**config.mk**
```make
export PLATFORM = sky130hd
export DESIGN_NAME = lru_age_tracker
export DESIGN_NICKNAME = d
export VERILOG_FILES = /design/src/rtl/lru_pkg.sv /design/src/rtl/lru_access_decode.sv /design/src/rtl/lru_victim_pick.sv /design/src/rtl/lru_way_cell.sv /design/src/rtl/lru_age_tracker.sv
export SDC_FILE = /design/constraint.sdc
export NUM_CORES = 1
export LEC_CHECK = 0
export ABC_AREA = 0
export BUFFER_PORTS_ARGS = -buffer_cell sky130_fd_sc_hd__buf_2
export CORE_MARGIN = 1.5
export CORE_UTILIZATION = 40
export DETAILED_ROUTE_END_ITERATION = 12
export PLACE_DENSITY_LB_ADDON = 0.2
export SYNTH_ARGS = -nofsm -noshare
export SYNTH_HDL_FRONTEND = slang
export SYNTH_SLANG_ARGS = --single-unit
export TNS_END_PERCENT = 5
```
**constraint.sdc**
```tcl
create_clock -name clk -period 6.2 [get_ports clk]
set_input_delay 0.62 -clock clk [delete_from_list [all_inputs] [get_ports clk]]
set_output_delay 0.62 -clock clk [all_outputs]
set_load 0.05 [all_outputs]
```
**src/rtl/lru_pkg.sv**
```systemverilog
// Package: shared types for the LRU age tracker.
// Assumes nothing beyond standard SystemVerilog.
package lru_pkg;

    // Operation applied to the set on a clock edge.
    typedef enum logic [1:0] {
        LRU_IDLE = 2'd0,   // no state change
        LRU_HIT  = 2'd1,   // re-age around an occupied way
        LRU_FILL = 2'd2    // claim the victim way, age everyone else
    } lru_op_e;

endpackage

```
**src/rtl/lru_access_decode.sv**
```systemverilog
// Module: lru_access_decode
// Turns the access strobe into an operation code and fetches the age of
// the hit way. Assumes acc_way_i indexes one of the 2^K ways; a hit on a
// way whose occupancy flag is clear is demoted to LRU_IDLE.
module lru_access_decode
    import lru_pkg::*;
#(
    parameter int K = 2,
    localparam int WAYS = 1 << K
) (
    input  logic              acc_valid_i,
    input  logic              acc_hit_i,
    input  logic [K-1:0]      acc_way_i,
    input  logic [WAYS-1:0]   valid_i,
    input  logic [WAYS*K-1:0] ages_i,
    output lru_op_e           op_o,
    output logic [K-1:0]      ref_age_o
);

    // Select the age of the referenced way.
    always_comb begin
        ref_age_o = ages_i[acc_way_i*K +: K];
    end

    // Classify the access.
    always_comb begin
        op_o = LRU_IDLE;
        if (acc_valid_i) begin
            if (!acc_hit_i) begin
                op_o = LRU_FILL;
            end else if (valid_i[acc_way_i]) begin
                op_o = LRU_HIT;
            end
        end
    end

endmodule

```
**src/rtl/lru_victim_pick.sv**
```systemverilog
// Module: lru_victim_pick
// Chooses the fill way from the current state: the lowest free way, or,
// in a full set, the way whose age equals 2^K-1. Assumes the ages of the
// occupied ways form a permutation, so exactly one way is oldest when full.
module lru_victim_pick #(
    parameter int K = 2,
    localparam int WAYS = 1 << K,
    localparam logic [K-1:0] AGE_MAX = K'(WAYS - 1)
) (
    input  logic [WAYS-1:0]   valid_i,
    input  logic [WAYS*K-1:0] ages_i,
    output logic [K-1:0]      victim_o,
    output logic              full_o
);

    logic [K-1:0] free_idx;
    logic [K-1:0] old_idx;

    // The set is full when every occupancy flag is set.
    always_comb begin
        full_o = &valid_i;
    end

    // Lowest-numbered free way: scan from the top so the lowest wins.
    always_comb begin
        free_idx = '0;
        for (int i = WAYS - 1; i >= 0; i--) begin
            if (!valid_i[i]) begin
                free_idx = K'(i);
            end
        end
    end

    // Way holding the maximum age.
    always_comb begin
        old_idx = '0;
        for (int i = WAYS - 1; i >= 0; i--) begin
            if (ages_i[i*K +: K] == AGE_MAX) begin
                old_idx = K'(i);
            end
        end
    end

    // Final choice between the two candidates.
    always_comb begin
        victim_o = full_o ? old_idx : free_idx;
    end

endmodule

```
**src/rtl/lru_way_cell.sv**
```systemverilog
// Module: lru_way_cell
// Holds the age and occupancy flag of one way and applies the hit and
// fill ageing rules. Assumes sel_i is high for exactly the one way that
// the operation targets (the hit way or the fill way).
module lru_way_cell
    import lru_pkg::*;
#(
    parameter int K = 2
) (
    input  logic         clk,
    input  logic         rst_n,
    input  lru_op_e      op_i,
    input  logic         sel_i,
    input  logic [K-1:0] ref_age_i,
    output logic [K-1:0] age_o,
    output logic         valid_o
);

    logic [K-1:0] age_nx;
    logic         valid_nx;

    // Next-state rules for this way.
    always_comb begin
        age_nx   = age_o;
        valid_nx = valid_o;
        unique case (op_i)
            LRU_HIT: begin
                if (sel_i) begin
                    age_nx = '0;
                end else if (valid_o && (age_o < ref_age_i)) begin
                    age_nx = age_o + K'(1);
                end
            end
            LRU_FILL: begin
                if (sel_i) begin
                    age_nx   = '0;
                    valid_nx = 1'b1;
                end else if (valid_o) begin
                    age_nx = age_o + K'(1);
                end
            end
            default: begin
            end
        endcase
    end

    // State register with synchronous active-low reset.
    always_ff @(posedge clk) begin
        if (!rst_n) begin
            age_o   <= '0;
            valid_o <= 1'b0;
        end else begin
            age_o   <= age_nx;
            valid_o <= valid_nx;
        end
    end

endmodule

```
**src/rtl/lru_age_tracker.sv**
```systemverilog
// Module: lru_age_tracker (top)
// True-LRU replacement state for one set of 2^K ways using per-way age
// counters. Assumes the caller reads victim_way_o before strobing a miss;
// the fill happens on the same edge that takes the strobe.
module lru_age_tracker
    import lru_pkg::*;
#(
    parameter int K = 2,
    localparam int WAYS = 1 << K
) (
    input  logic              clk,
    input  logic              rst_n,
    input  logic              acc_valid_i,
    input  logic              acc_hit_i,
    input  logic [K-1:0]      acc_way_i,
    output logic [K-1:0]      victim_way_o,
    output logic              set_full_o,
    output logic [WAYS-1:0]   valid_o,
    output logic [WAYS*K-1:0] ages_o
);

    lru_op_e      op;
    logic [K-1:0] ref_age;
    logic [K-1:0] target_way;

    lru_access_decode #(.K(K)) u_decode (
        .acc_valid_i (acc_valid_i),
        .acc_hit_i   (acc_hit_i),
        .acc_way_i   (acc_way_i),
        .valid_i     (valid_o),
        .ages_i      (ages_o),
        .op_o        (op),
        .ref_age_o   (ref_age)
    );

    lru_victim_pick #(.K(K)) u_pick (
        .valid_i  (valid_o),
        .ages_i   (ages_o),
        .victim_o (victim_way_o),
        .full_o   (set_full_o)
    );

    // The targeted way is the hit way or, on a fill, the victim.
    always_comb begin
        target_way = (op == LRU_HIT) ? acc_way_i : victim_way_o;
    end

    for (genvar w = 0; w < WAYS; w++) begin : g_way
        logic sel;
        // Decode whether this way is the target.
        always_comb begin
            sel = (target_way == K'(w));
        end
        lru_way_cell #(.K(K)) u_cell (
            .clk       (clk),
            .rst_n     (rst_n),
            .op_i      (op),
            .sel_i     (sel),
            .ref_age_i (ref_age),
            .age_o     (ages_o[w*K +: K]),
            .valid_o   (valid_o[w])
        );
    end

endmodule

```
==> flow_metrics.env, run 1 <==
export IMPL_synth_cells=135
export IMPL_coreArea_um2=2540
export IMPL_hold_depth=1
export IMPL_start_util_pct=43.4
export IMPL_cp_slowest_stage_delay_ps=570
export IMPL_synth_area_um2=1100
export IMPL_grt_usage_pct=20.2
export IMPL_hp_start="g_way[1].u_cell.age_o[0]$_SDFFE_PN0P_"
export IMPL_fin_cells=178
export IMPL_hp_class="flop to flop"
export IMPL_yosysSeqAreaShare_pct=21.8
export IMPL_diodes=0
export IMPL_totalWireLength_um=2910
export IMPL_fin_crit_ps=2670
export IMPL_cts_resized=0
export IMPL_root_buffer="clkbuf_4"
export IMPL_drt_iter0_markers=29
export IMPL_path_class="primary input to flop"
export IMPL_grt_overflow=0
export IMPL_path_cells="buf_2 -> mux4_1 -> inv_1 -> ha_1 -> a21oi_1 -> o221ai_1 -> a41o_1 -> or3b_1 -> o22ai_1"
export IMPL_cts_tree="built"
export IMPL_drtAntennaViolNets=0
export IMPL_avgRoutedWirePerCell_um=16.3
export IMPL_die_x_um=55.5
export IMPL_rrSetupSlack_ps=3700
export IMPL_synth_edf_count=0
export IMPL_post_cts_buffers=0
export IMPL_drive_above_1_share_pct=20.3
export IMPL_io_buffers=20
export IMPL_reg2reg_depth=10
export IMPL_synth_cell_type_count=48
export IMPL_vias=1125
export IMPL_syn_avg_cell_area_um2=8.17
export IMPL_die_h_um=55.5
export IMPL_comb_power_share_pct=28.4
export IMPL_placed_cells=174
export IMPL_cts_buffers=3
export IMPL_slew_viol_final=0
export IMPL_fin_crit_sh_pct=43.1
export IMPL_grt_pass1_vias=1064
export IMPL_ctsHoldBuffers=0
export IMPL_synth_most_common_cell="nand2_1"
export IMPL_p_leak_nw=0.531
export IMPL_cp_max_fo=11
export IMPL_outcome="finished clean"
export IMPL_hold_violations=0
export IMPL_cp_arrival_ps=2900
export IMPL_rsz0062_at_grt="false"
export IMPL_p_int_mw=0.138
export IMPL_cp_start_kind="primary input"
export IMPL_clk_path_buf_depth=2
export IMPL_r2r_end="g_way[2].u_cell.age_o[0]$_SDFFE_PN0P_"
export IMPL_whs_endpoint="g_way[1].u_cell.age_o[0]$_SDFFE_PN0P_"
export IMPL_clk_pin_slew_worst_paths_ps=100
export IMPL_ir_drop_mv=0.0915
export IMPL_clk_latency_ps=300
export IMPL_h_tree_depth=1
export IMPL_pwr_share_clk_pct=31.8
export IMPL_cts_sinks=12
export IMPL_finalSetupViolations=0
export IMPL_dpl_hpwl_um=2240
export IMPL_p_per_area_nw_per_um2=184
export IMPL_power_switching_mw=0.0839
export IMPL_r2r_start="g_way[0].u_cell.valid_o$_SDFFE_PN0P_"
export IMPL_tightest_slew_ps=513
export IMPL_cp_required_ps=6430
export IMPL_critPathCaptureType="flop"
export IMPL_gp_congestion=0.843
export IMPL_synth_ff_type="dfxtp_1"
export IMPL_fin_worst_skew_ps=12.2
export IMPL_drc=0
export IMPL_synth_ff_latch_count=12
export IMPL_routed_via_density=6.32
export IMPL_io_pins=21
export IMPL_synth_area_leader_cell="dfxtp_1"
export IMPL_yosys_area_top_type_share_pct=21.8
export IMPL_area_delta_synth_final_pct=9.07
export IMPL_antenna_found_initial=0
export IMPL_fmax_ghz=0.375
export IMPL_swShare_pct=37.8
export IMPL_slew_headroom_pct=65.6
export IMPL_grt_pass1_wl_um=4950
export IMPL_syn_nets=151
export IMPL_fin_setup_tns_ps=0
export IMPL_fin_nets=165
export IMPL_synth_area_leaders="dfxtp_1 (22%), ha_1 (11%), nand2_1 (4.8%)"
export IMPL_ys_async_sr_fraction_pct=0
export IMPL_rows=18
export IMPL_cap_violations=0
export IMPL_pwr_share_seq_pct=39.8
export IMPL_ys_top_cells_by_count="nand2_1 (14), dfxtp_1 (12), inv_1 (12), ha_1 (10), a21oi_1 (8)"
export IMPL_dr_pass1_iters=4
export IMPL_fp_dieArea_um2=3080
export IMPL_crit_slowest_cell="mux4_1"
export IMPL_grt_max_degree=20
export IMPL_yosys_warnings=0
## logic make-up after synthesis
family                     synth area share, %
AOI/OAI and AO/OA                         31.3
adders and majority gates                 11.3
buffers and inverters                     10.8
DFF                                       21.8
muxes                                     5.56
and+or+nand+nor                           19.3
## stage by stage
step	utilization, %	setup WS (ps)	hold slack, ps	area, µm²	power, mW
CTS	47.3	3530	542	1200	0.221
finish	47.3	3530	537	1200	0.222
global route	47.3	3360	563	1200	0.231
global placement	45.9	3310	511	1170	0.151
floorplan	-	3540	510	1100	0.139
detailed placement	45.9	3190	531	1170	0.152
## worst max-delay path: cells and delay by family
kind | cells | cell delay (ps)
compound gates | 4 | 670
fa+ha+maj | 1 | 270
buf+inv | 2 | 390
mux | 1 | 570
simple gates | 1 | 370
## metal layers
layer	global-route usage, %	wire [µm]	part of all wire, %
met1	25.5	1230	42
met2	33.2	1360	47
met5	0	0	0
met4	7.32	55	1.9
met3	4.92	258	8.9
## placed cells by master (no fill, tap or decap), types with 2 or more instances in the layout
master	synthesis	final
buf_2	2	20
nand2_1	14	14
inv_1	12	12
dfxtp_1	12	12
ha_1	10	10
a21oi_1	8	8
nand3_1	7	7
o32ai_1	5	5
nor2_1	4	4
nand2b_1	4	4
o221ai_1	4	4
o2111ai_1	3	3
o21a_1	3	3
clkbuf_4	0	3
nor2b_1	2	2
o21ai_1	2	2
mux2i_1	2	2
o31ai_1	2	2
a41oi_1	2	2
o22ai_1	2	2
a21boi_1	2	2
## sequential cells by signal, indices dropped and copies added, names as in the netlist
name / cells
g_way.u_cell.age_o: 8
g_way.u_cell.valid_o: 4
## layout make-up
class / instances / area, µm²
fillers: 268 / 1340
multi-input cells: 100 / 744
flip-flops and latches: 12 / 240
repair buffers: 20 / 100
inverters: 12 / 45.0
well taps: 30 / 37.5
clock buffers: 4 / 36.3
## power groups by stage
stage	clock network (mW)	registers, mW	logic [mW]
6_report	0.0706	0.0882	0.0629
3_5_place_dp	0	0.0900	0.0623
3_3_place_gp	0	0.0895	0.0615
2_1_floorplan	0	0.0990	0.0405
4_1_cts	0.0701	0.0882	0.0626
5_1_grt	0.0730	0.0892	0.0689
## how the worst max path moves through the flow
stage,start,end,cells after the start
2_1_floorplan,acc_way_i[0],g_way[2].u_cell.age_o[0]$_SDFFE_PN0P_,9
3_3_place_gp,acc_way_i[0],g_way[2].u_cell.age_o[0]$_SDFFE_PN0P_,9
3_5_place_dp,acc_way_i[0],g_way[2].u_cell.age_o[0]$_SDFFE_PN0P_,9
4_1_cts,acc_way_i[0],g_way[2].u_cell.age_o[0]$_SDFFE_PN0P_,9
5_1_grt,acc_way_i[0],g_way[2].u_cell.age_o[0]$_SDFFE_PN0P_,9
6_report,acc_way_i[0],g_way[2].u_cell.age_o[0]$_SDFFE_PN0P_,9
Note: power is estimated with default switching activity, not from simulation.
==> run 2, diff against run 1 <==
ABC_AREA = 1   (was 0)
clock period = 2.7 ns   (was 6.2 ns; I/O delays follow)
==> flow_metrics.env, run 2 <==
export IMPL_drc=0
export IMPL_fin_crit_sh_pct=80.9
export IMPL_cts_resized=0
export IMPL_synth_cell_type_count=22
export IMPL_dpl_hpwl_um=2030
export IMPL_synth_ff_type="dfxtp_1"
export IMPL_r2r_end="g_way[3].u_cell.age_o[1]$_SDFFE_PN0P_"
export IMPL_largest_reg_flops=8
export IMPL_yosysSeqAreaShare_pct=21.7
export IMPL_fp_dieArea_um2=3100
export IMPL_syn_avg_cell_area_um2=6.41
export IMPL_coreArea_um2=2540
export IMPL_synth_most_common_cell="nand2_1"
export IMPL_drt_iter0_markers=47
export IMPL_grt_pass1_wl_um=4260
export IMPL_dr_pass1_iters=4
export IMPL_clk_pin_slew_worst_paths_ps=80
export IMPL_cp_start_kind="flop"
export IMPL_tightest_slew_ps=416
export IMPL_routed_via_density=5.12
export IMPL_p_leak_nw=0.644
export IMPL_syn_nets=189
export IMPL_antenna_found_initial=0
export IMPL_slew_headroom_pct=72.3
export IMPL_cp_required_ps=2880
export IMPL_rsz0062_at_grt="false"
export IMPL_ir_drop_mv=0.252
export IMPL_whs_endpoint="g_way[3].u_cell.age_o[0]$_SDFFE_PN0P_"
export IMPL_yosys_warnings=0
export IMPL_hp_class="primary input to flop"
export IMPL_diodes=0
export IMPL_drive_above_1_share_pct=20.5
export IMPL_area_delta_synth_final_pct=10.4
export IMPL_io_buffers=20
export IMPL_io_pins=21
export IMPL_hold_violations=0
export IMPL_totalWireLength_um=2470
export IMPL_fin_setup_tns_ps=0
export IMPL_grt_usage_pct=17.2
export IMPL_fillers=283
export IMPL_final_common_cell="nand2_1"
export IMPL_fin_worst_skew_ps=9.75
export IMPL_synth_area_um2=1110
export IMPL_grt_pass1_vias=979
export IMPL_ctsHoldBuffers=0
export IMPL_synth_area_leaders="dfxtp_1 (22%), nand2_1 (16%), ha_1 (11%)"
export IMPL_die_x_um=55.6
export IMPL_cts_tree="built"
export IMPL_cts_sinks=12
export IMPL_fmax_ghz=0.458
export IMPL_p_per_area_nw_per_um2=414
export IMPL_reg2reg_depth=12
export IMPL_cp_arrival_ps=2360
export IMPL_layout_common_cells="nand2_1 (47), inv_1 (23), buf_2 (20), a21oi_1 (19), nand3_1 (19)"
export IMPL_post_cts_buffers=0
export IMPL_final_area_um2=1220
export IMPL_h_tree_depth=1
export IMPL_start_util_pct=43.6
export IMPL_fin_nets=208
export IMPL_slew_viol_final=0
export IMPL_hp_start="rst_n"
export IMPL_r2r_start="g_way[0].u_cell.valid_o$_SDFFE_PN0P_"
export IMPL_cap_violations=0
export IMPL_top_register="g_way.u_cell.age_o"
export IMPL_ys_async_sr_fraction_pct=0
export IMPL_rows=18
export IMPL_die_h_um=55.6
export IMPL_avgRoutedWirePerCell_um=11.2
export IMPL_synth_ff_latch_count=12
export IMPL_utilization_pct=48.1
export IMPL_critPathCaptureType="flop"
export IMPL_hold_depth=3
export IMPL_rrSetupSlack_ps=520
export IMPL_gp_congestion=0.892
export IMPL_grt_max_degree=16
export IMPL_finalSetupViolations=0
export IMPL_fin_crit_ps=2180
export IMPL_reg_top3="g_way.u_cell.age_o: 8 flops, g_way.u_cell.valid_o: 4 flops"
export IMPL_path_class="flop to flop"
export IMPL_root_buffer="clkbuf_4"
export IMPL_synth_cells=173
export IMPL_drtAntennaViolNets=0
export IMPL_grt_overflow=0
export IMPL_vias=1126
export IMPL_clk_path_buf_depth=2
export IMPL_synth_edf_count=0
export IMPL_synth_area_leader_cell="dfxtp_1"
export IMPL_cts_buffers=3
export IMPL_dpl_cell_area_um2=1200
export IMPL_ys_top_cells_by_count="nand2_1 (47), inv_1 (23), a21oi_1 (19), nand3_1 (19), nor2_1 (14)"
export IMPL_cp_max_fo=7
export IMPL_outcome="finished clean"
export IMPL_clk_latency_ps=270
export IMPL_yosys_area_top_type_share_pct=21.7
==> run 2: cell types whose count changed after synthesis, moves of 5 or more <==
cell and delta:
nand2_1 +33, nand3_1 +12, a21oi_1 +11, inv_1 +11, nor2_1 +10, o32ai_1 -5
==> run 2: logic make-up after synthesis <==
kind of cell / Yosys count / synth area share [%]
AND/OR/NAND/NOR: 97 / 43.1
buffers and inverters: 30 / 12.2
AO/OA/AOI/OAI: 24 / 11.7
flip-flops: 12 / 21.7
adder cells (fa/ha/maj): 10 / 11.3
==> run 2: report_power, final <==
| part | internal (mW) | switching, mW |
|---|---|---|
| logic | 0.0585 | 0.133 |
| clock network | 0.0516 | 0.0582 |
| registers | 0.189 | 0.0163 |
==> run 2: metrics by stage <==
step / std cells / total power [mW] / worst slack (ps) / hold slack (ps)
after floorplan: 173 / 0.364 / 762 / 391
after CTS: 220 / 0.512 / 516 / 276
final: 220 / 0.507 / 516 / 270
after detailed placement: 217 / 0.401 / 534 / 518
after global routing: 220 / 0.552 / 200 / 282
after global placement: 217 / 0.399 / 627 / 511
==> run 2: how the worst max path moves through the flow <==
stage / startpoint / cells after the start / slack, ps / end
after detailed placement: g_way[0].u_cell.valid_o$_SDFFE_PN0P_ / 12 / 530 / g_way[3].u_cell.age_o[1]$_SDFFE_PN0P_
final: g_way[0].u_cell.valid_o$_SDFFE_PN0P_ / 12 / 520 / g_way[3].u_cell.age_o[1]$_SDFFE_PN0P_
after global routing: g_way[0].u_cell.valid_o$_SDFFE_PN0P_ / 12 / 200 / g_way[3].u_cell.age_o[1]$_SDFFE_PN0P_
after global placement: g_way[0].u_cell.valid_o$_SDFFE_PN0P_ / 12 / 630 / g_way[3].u_cell.age_o[1]$_SDFFE_PN0P_
after CTS: g_way[0].u_cell.valid_o$_SDFFE_PN0P_ / 12 / 520 / g_way[3].u_cell.age_o[1]$_SDFFE_PN0P_
after floorplan: g_way[0].u_cell.valid_o$_SDFFE_PN0P_ / 12 / 760 / g_way[3].u_cell.age_o[1]$_SDFFE_PN0P_
==> run 2: cell type report <==
class,instances,area [µm²],share of cell area (%)
multi-input cells,131,733,59.9
flip-flops and latches,12,240,19.6
repair buffers,20,100,8.18
inverters,24,90.1,7.36
well taps,30,37.5,3.07
clock buffers,3,22.5,1.84
==> run 2: per-layer routing <==
metal,vias to the layer above,global-route usage (%),share of wire (%)
li1,593,-,-
met1,496,23.0,48
met2,32,27.7,46
met3,5,2.33,4.6
met4,0,7.32,1.6
met5,-,0,0
==> run 2: critical path, cell delays in order (launching register included) <==
cell	delay, ps
dfxtp_1	410
inv_1	90
o21ai_0	170
nand3_1	80
a31oi_1	200
ha_1	310
inv_1	140
nand3b_1	120
nand2_1	140
nand3_1	170
nand2_2	80
a21oi_1	120
nor2_1	50
